File: config.mk
export PLATFORM = sky130hd
export DESIGN_NAME = tsu_pwr_seq
export DESIGN_NICKNAME = d
export VERILOG_FILES = /design/src/rtl/tsu_pwr_pkg.sv /design/src/rtl/tsu_pwr_timer.sv /design/src/rtl/tsu_pwr_fsm.sv /design/src/rtl/tsu_pwr_seq.sv
export SDC_FILE = /design/constraint.sdc
export NUM_CORES = 1
export LEC_CHECK = 0
export BUFFER_PORTS_ARGS = -buffer_cell sky130_fd_sc_hd__buf_2
export CORE_MARGIN = 1
export CORE_UTILIZATION = 30
export CTS_CLUSTER_DIAMETER = 50
export DETAILED_ROUTE_END_ITERATION = 7
export HOLD_SLACK_MARGIN = 0.03
export PLACE_DENSITY = 0.56
export SYNTH_ARGS = -nofsm -noshare
export SYNTH_HDL_FRONTEND = slang
export SYNTH_HIERARCHICAL = 1
export SYNTH_SLANG_ARGS = --single-unit
File: constraint.sdc
create_clock -name clk -period 3.6 [get_ports clk]
set_input_delay 0.54 -clock clk [delete_from_list [all_inputs] [get_ports clk]]
set_output_delay 0.54 -clock clk [all_outputs]
set_load 0.01 [all_outputs]
File: src/rtl/tsu_pwr_pkg.sv
// Package: shared state type for the sensor power sequencer.
package tsu_pwr_pkg;

    // Sequencer phases; sensor lines are decoded from these.
    typedef enum logic [2:0] {
        ST_IDLE    = 3'd0,
        ST_EN_WAIT = 3'd1,
        ST_OE_WAIT = 3'd2,
        ST_RUN     = 3'd3,
        ST_SLP_OFF = 3'd4,
        ST_SLP     = 3'd5,
        ST_WAKE    = 3'd6
    } seq_state_e;

endpackage

File: src/rtl/tsu_pwr_timer.sv
// Module: tsu_pwr_timer
// Counts microsecond ticks against one of two settling limits.
// Assumes: clr is asserted by the controller on every phase change, so
// the count always starts at zero on entry to a wait phase. done is high
// in the cycle whose tick completes limit+1 ticks since the clear.
module tsu_pwr_timer #(
    parameter int EN_SETTLE_US = 30,
    parameter int OE_SETTLE_US = 50
) (
    input  logic clk,
    input  logic rst_n,
    input  logic clr,
    input  logic tick,
    input  logic sel_oe,
    output logic done
);
    localparam int MAX_US = (EN_SETTLE_US > OE_SETTLE_US) ? EN_SETTLE_US : OE_SETTLE_US;
    localparam int CNT_W  = $clog2(MAX_US + 1) + 1;
    localparam logic [CNT_W-1:0] EN_LIM = CNT_W'(EN_SETTLE_US);
    localparam logic [CNT_W-1:0] OE_LIM = CNT_W'(OE_SETTLE_US);

    logic [CNT_W-1:0] cnt_q;
    logic [CNT_W-1:0] limit;

    // Pick the limit for the wait phase in progress.
    always_comb limit = sel_oe ? OE_LIM : EN_LIM;

    // Flag the tick that ends the wait.
    always_comb done = tick && (cnt_q == limit);

    // Tick counter: cleared on phase change, saturates at the limit.
    always_ff @(posedge clk) begin
        if (!rst_n || clr) begin
            cnt_q <= '0;
        end else if (tick && (cnt_q != limit)) begin
            cnt_q <= cnt_q + 1'b1;
        end
    end
endmodule

File: src/rtl/tsu_pwr_fsm.sv
// Module: tsu_pwr_fsm
// Phase controller: power-up sequence, immediate abort, sleep handshake
// and mode memory. Assumes the timer is cleared by tmr_clr on every
// phase change. Priority: sleep, then an "off" write, then timer expiry.
module tsu_pwr_fsm
    import tsu_pwr_pkg::*;
(
    input  logic       clk,
    input  logic       rst_n,
    input  logic       wr_en,
    input  logic       wr_on,
    input  logic       sleep_req,
    input  logic       tmr_done,
    output logic       tmr_clr,
    output logic       tmr_sel_oe,
    output seq_state_e state
);
    seq_state_e state_q, state_d;
    logic       mode_q, mode_d;

    // Remembered mode follows every write, including during sleep.
    always_comb mode_d = wr_en ? wr_on : mode_q;

    // Next-phase selection.
    always_comb begin
        state_d = state_q;
        if (sleep_req && (state_q != ST_SLP_OFF) && (state_q != ST_SLP)) begin
            state_d = ST_SLP_OFF;
        end else begin
            case (state_q)
                ST_IDLE:    if (wr_en && wr_on) state_d = ST_EN_WAIT;
                ST_EN_WAIT: if (wr_en && !wr_on) state_d = ST_IDLE;
                            else if (tmr_done) state_d = ST_OE_WAIT;
                ST_OE_WAIT: if (wr_en && !wr_on) state_d = ST_IDLE;
                            else if (tmr_done) state_d = ST_RUN;
                ST_RUN:     if (wr_en && !wr_on) state_d = ST_IDLE;
                ST_SLP_OFF: state_d = ST_SLP;
                ST_SLP:     if (!sleep_req) state_d = ST_WAKE;
                ST_WAKE:    state_d = mode_d ? ST_EN_WAIT : ST_IDLE;
                default:    state_d = ST_IDLE;
            endcase
        end
    end

    // Timer control: restart on any phase change, long limit in OE wait.
    always_comb begin
        tmr_clr    = (state_d != state_q);
        tmr_sel_oe = (state_q == ST_OE_WAIT);
    end

    // Phase and mode registers.
    always_ff @(posedge clk) begin
        if (!rst_n) begin
            state_q <= ST_IDLE;
            mode_q  <= 1'b0;
        end else begin
            state_q <= state_d;
            mode_q  <= mode_d;
        end
    end

    // Expose the phase for output decoding.
    always_comb state = state_q;
endmodule

File: src/rtl/tsu_pwr_seq.sv
// Module: tsu_pwr_seq (top)
// Sensor power sequencer: enable, settle, output enable, settle, ready;
// immediate shut-off on an "off" write; sleep/wake handshake on the
// sensor reset. Assumes us_tick is a single-cycle pulse, synchronous
// to clk. Outputs are decoded from the registered phase only.
module tsu_pwr_seq
    import tsu_pwr_pkg::*;
#(
    parameter int EN_SETTLE_US = 30,
    parameter int OE_SETTLE_US = 50
) (
    input  logic       clk,
    input  logic       rst_n,
    input  logic       wr_en,
    input  logic [1:0] wr_data,
    input  logic       us_tick,
    input  logic       sleep_req,
    output logic       sens_en,
    output logic       sens_oe,
    output logic       sens_ready,
    output logic       sens_rst_n
);
    seq_state_e state;
    logic       tmr_clr, tmr_sel_oe, tmr_done;
    logic       unused_oe_field;

    // Bit 1 of the mode word is owned by the sequencer; writes ignore it.
    assign unused_oe_field = wr_data[1];

    tsu_pwr_fsm u_fsm (
        .clk        (clk),
        .rst_n      (rst_n),
        .wr_en      (wr_en),
        .wr_on      (wr_data[0]),
        .sleep_req  (sleep_req),
        .tmr_done   (tmr_done),
        .tmr_clr    (tmr_clr),
        .tmr_sel_oe (tmr_sel_oe),
        .state      (state)
    );

    tsu_pwr_timer #(
        .EN_SETTLE_US (EN_SETTLE_US),
        .OE_SETTLE_US (OE_SETTLE_US)
    ) u_tmr (
        .clk    (clk),
        .rst_n  (rst_n),
        .clr    (tmr_clr),
        .tick   (us_tick),
        .sel_oe (tmr_sel_oe),
        .done   (tmr_done)
    );

    // Decode the sensor lines from the phase.
    always_comb begin
        sens_en    = (state == ST_EN_WAIT) || (state == ST_OE_WAIT) || (state == ST_RUN);
        sens_oe    = (state == ST_OE_WAIT) || (state == ST_RUN);
        sens_ready = (state == ST_RUN);
        sens_rst_n = (state != ST_SLP);
    end
endmodule

After elaboration in Yosys (flattened, before gate mapping)
Cells that the tools add are included.
W data, S select, Z words.
Word-level totals
  word-level logic and storage cells: 40
  flip-flop bits (word level): 11
Operators by class
  mux-type cells: 12
  reductions and logical operators: 13
  eq/ne operators: 11
  add/subtract/negate cells: 1
Operators by type and width (count)
  $mux W3: 8
  $pmux W3 S7: 1
  $eq A3 B3 Y1 const B: 3
  $add A7 B1 Y7 const B: 1
  $eq A7 B7 Y1: 1
  $ne A7 B7 Y1: 1
  $eq A3 B2 Y1 const B: 2
  $logic_and A1 B1 Y1: 6
  $mux W6: 1
  $ne A3 B3 Y1 const B: 2
  $logic_or A1 B1 Y1: 4
  $eq A3 B1 Y1 const B: 1
  $logic_not A3 Y1: 1
  $ne A3 B3 Y1: 1
  $logic_not A1 Y1: 2
  $mux W1: 2

Longest topological paths before layout
  depth in word-level cells: 10
  gate-level depth with buffers: 13
  depth with buffers taken out: 13

Modules after synthesis
The synthesis kept the hierarchy.
By module, submodules not included
  tsu_pwr_timer: area each 382.9 um^2, cells an instance 46, seq. area each 140.1 um^2, instances 1
  tsu_pwr_fsm: area each 261.5 um^2, cells an instance 33, seq. area each 80.1 um^2, instances 1
  tsu_pwr_seq: area each 36.3 um^2, cells an instance 4, seq. area each 0.0 um^2, instances 1

Worst setup path before layout
OpenSTA, ideal clock, no wires.
  path type: reg-to-reg
  start point: reg u_fsm.state_q[1] (netlist: u_fsm/state[1])
  end point: reg u_tmr.cnt_q[2]
  stages on the path, launching flop included: 13
  arrival: 2.615 ns
  setup time: 0.074 ns
  clock period less this slack: 2.690 ns
  setup slack: 0.910 ns
  buffers on the path: 0
  path through: dfxtp_1 -> inv_1 -> nor3_1 -> and4bb_2 -> o2111ai_1 -> nor2_1 -> mux2i_1 -> nor3_1 -> o31ai_1 -> nand2_1 -> nand2b_1 -> or4_1 -> o21ai_0
Between the ends
  cells in the longest elaborated chain, start to end: 10
  elaborated cells on any way between the ends: 27
  those cells by class: 11 x eq/ne; 10 x mux; 6 x reduce/logical
RTL lines
  start, declared: RTL line tsu_pwr_fsm.sv:18  | seq_state_e state_q, state_d;
  start signal, assigned: RTL line tsu_pwr_fsm.sv:57  | state_q <= state_d;
  $eq A3 B2 Y1 (*): RTL line tsu_pwr_fsm.sv:48  | tmr_sel_oe = (state_q == ST_OE_WAIT);
  via tmr_sel_oe: RTL line tsu_pwr_seq.sv:24  | logic tmr_clr, tmr_sel_oe, tmr_done;
  $mux W6 (*): RTL line tsu_pwr_timer.sv:26  | always_comb limit = sel_oe ? OE_LIM : EN_LIM;
  $eq A7 B7 Y1 (*): RTL line tsu_pwr_timer.sv:29  | always_comb done = tick && (cnt_q == limit);
  $logic_and A1 B1 Y1 (*): RTL line tsu_pwr_timer.sv:29
  via tmr_done: RTL line tsu_pwr_seq.sv:24
  $mux W3 (on tied branches): RTL line tsu_pwr_fsm.sv:35, tsu_pwr_fsm.sv:33
  $mux W3 (on tied branches): RTL line tsu_pwr_fsm.sv:34, tsu_pwr_fsm.sv:32
  $pmux W3 S7 (*): RTL line tsu_pwr_fsm.sv:30  | case (state_q)
  $mux W3 (*): RTL line tsu_pwr_fsm.sv:27  | if (sleep_req && (state_q != ST_SLP_OFF) && (state_q != ST_SLP)) begin
  $ne A3 B3 Y1 (*): RTL line tsu_pwr_fsm.sv:47  | tmr_clr = (state_d != state_q);
  via tmr_clr: RTL line tsu_pwr_seq.sv:24
  $logic_or A1 B1 Y1 (*): RTL line tsu_pwr_timer.sv:33  | if (!rst_n || clr) begin
  end signal, assigned: RTL line tsu_pwr_timer.sv:36  | cnt_q <= cnt_q + 1'b1;
  end, declared: RTL line tsu_pwr_timer.sv:22  | logic [CNT_W-1:0] cnt_q;
The timed path passes the listed nets; every way through them passes the cells marked *.
A chain may end at the register's enable or synchronous reset.

Worst setup path in the final report
Ends and elaborated chain as after synthesis.

==> flow_summary.ini <==
[outcome]
outcome = completed

[floorplanning]
die_width_um = 49.6
start_util_pct = 33.3
die_area_sq_mm = 0.00246
io_pins = 11
coreArea_sq_mm = 0.00204
die-height_um = 49.6
rows = 16

[setup_path]
r2r_slack_ns = 0.65
reg2reg_depth = 12
critPathKind = reg2reg
r2r-end = u_tmr/cnt_q[2]
path_max_fanout = 10
start_kind = flop
rr_startpoint = u_fsm/state[1]
arrival_ns = 3.16
critPathRequiredTime_ns = 3.81
end_kind = flop

[hold_path]
worstHoldEndpoint = u_tmr/cnt_q[4]
min_path_cells = 1
hp-class = reg2reg
hp-start = u_tmr/cnt_q[4]

[placed_design]
pre_cts_slack_ns = 0.636
dp_hpwl_mm = 1.02
placedCellCount = 119
place_congestion = 0.747
portBuffers = 9

[cells_and_area]
final_cell_mix = dfxtp_1, buf_2, inv_1, a21oi_1
nets = 106
multi_input_area_sq_um = 423
drive_above_1_share_pct = 20.8
layout_commonest_cell = dfxtp_1
fill_cells = 230
finalNonFillerCells = 123
area_growth_pct = 14.9
finish.utilization_pct = 38.3
n_antenna_cell = 0
final-seq-area_sq_um = 220

[logic_synthesis]
yosysUniqueCellTypes = 37
synth.top_cell.area_share_pct = 32.4
syn_nets = 92
ys_seq_area_share_pct = 32.4
synth_area_leaders = dfxtp_1, a21oi_1, inv_1, ha_1, o21ai_0
netlist_area_sq_um = 681
yosys_warnings = 6
synth_top_cell_by_area = dfxtp_1
avgSynthCellArea_sq_um = 8.20
ys_ff_latch = 11
syn_inst = 83

[power_and_ir_drop]
vdd_ir_drop_max_mv = 0.214
power_w = 0.000257
leakage_nw = 0.329
power_density_mw_per_mm2 = 328

[global_routing]
grt_pass1_wl_mm = 2.35
grt_max_degree = 13
grt.total_usage_pct = 12.7
overflow = 0
grt_pass1_vias = 526
antenna_found_initial = 0

[detailed_routing]
wl_mm = 1.36
drc_errors = 0
vias_per_cell = 5.17
vias = 636
dr.pass1.iters = 4
wl_per_cell_um = 11.1
drtAntennaViolNets = 0
drtIter0Drc = 16

[clock_tree]
path_clk_slew_ns = 0.08
cts_setup_buffers = 0
insertion_delay_ns = 0.27
cts_root_buf = clkbuf_4
cts_resized = 0
htreeDepth = 1
cts.sinks = 11
cts_tree = built
clk_path_buf_depth = 2
numCtsBuffers = 3
ctsHoldBuffers = 0

[timing]
finalClockSkew_ns = 0.00317
tightestPinTransition_ns = 0.348
hold_violations = 0
finalMaxSlewViolations = 0
fin_ws_ns = 0.647
setup_viol = 0
fin_tns_setup_ns = 0
slew-limit-headroom_pct = 76.8
fin_crit_ns = 2.95
rsz0062_at_grt = false
fmax_mhz = 339
period_share_pct = 82.0

[run]
cap_violations = 0
==> final cells by class <==
type                            instances  share of cell area (%)
Inverter                                7                    3.36
Multi-Input combinational cell         64                    54.1
Timing Repair Buffer                   10                    6.72
Tap cell                               27                    4.32
Clock buffer                            4                    3.36
Sequential cell                        11                    28.2
==> cell usage after synthesis <==
library cell / n
o21ai_1: 1
nand3b_1: 1
or3_1: 1
inv_1: 7
nand3_1: 2
and4bb_2: 1
nor2b_1: 2
and4bb_1: 1
o22ai_1: 1
o2111a_1: 1
a21oi_1: 7
nand2_1: 6
o2111ai_1: 1
o32ai_1: 1
a31oi_1: 1
and2b_1: 1
o21ba_2: 1
o311a_1: 1
nand2b_1: 2
and2b_2: 2
nor3_1: 4
o21ai_0: 5
a31o_2: 1
xnor2_1: 1
and4_2: 1
and3_1: 2
and3b_2: 1
or4_1: 1
nor2_1: 6
nand4_1: 1
o31ai_1: 1
ha_1: 2
buf_6: 1
dfxtp_1: 11
a31o_1: 1
mux2i_1: 2
a21boi_0: 1
==> where the power goes <==
part,switching [W],leakage [nW],internal (W)
logic,0.0000186,0.224,0.0000167
registers,0.00000639,0.0896,0.000126
clock network,0.0000465,0.0150,0.0000430
==> routing by layer <==
layer | share of wire (%) | track usage (%) | wire, um | vias to the layer above
met5 | 0 | 0 | 0 | -
met4 | 2.3 | 7.14 | 31 | 0
met3 | 3.4 | 3.70 | 46 | 5
met2 | 46 | 19.1 | 621 | 9
met1 | 49 | 15.9 | 662 | 291
li1 | - | - | - | 331
==> flip-flops by register name, summed over array words and instances (netlist names) <==
name	cells
u_fsm/mode_q	1
u_fsm/state	3
u_tmr/cnt_q	7
==> per-stage QoR <==
stage               instance area [sq um]  hold slack (ns)
finish                                782            0.521
global route                          782            0.539
CTS                                   782            0.517
detailed placement                    756            0.500
global placement                      756            0.504
floorplan                             681            0.470
==> cell families (layout without fill, tap and decap cells) <==
family                   count (synthesis)  count (layout)  synth area share [%]
flip-flops                              11              11                  32.4
adder cells (fa/ha/maj)                  2               2                  3.68
buffers and inverters                    8              21                  5.52
XOR/XNOR                                 1               1                  1.29
multiplexers                             2               2                  2.94
AND/OR/NAND/NOR                         35              35                  30.9
AO/OA/AOI/OAI                           24              24                  23.3
==> worst max-delay path, cell delays in order (launching register included) <==
cell       delay [ns]
dfxtp_1          0.48
inv_1            0.11
nor3_1           0.26
and4bb_1         0.27
o2111ai_1        0.16
nor2_1           0.18
mux2i_1          0.20
nor3_1           0.08
o31ai_1          0.22
nand2_1          0.10
nand2b_1         0.25
or4_1            0.49
o21ai_0          0.08
==> worst max path at each step <==
stage	cells past startpoint	slack (ns)	end	from
2_1_floorplan	12	0.91	u_tmr/cnt_q[2]	u_fsm/state[1]
3_3_place_gp	12	0.67	u_tmr/cnt_q[2]	u_fsm/state[1]
3_5_place_dp	12	0.64	u_tmr/cnt_q[2]	u_fsm/state[1]
4_1_cts	12	0.61	u_tmr/cnt_q[2]	u_fsm/state[1]
5_1_grt	12	0.30	u_tmr/cnt_q[2]	u_fsm/state[1]
6_report	12	0.65	u_tmr/cnt_q[2]	u_fsm/state[1]
No activity file was read; power rests on OpenSTA's default activity.
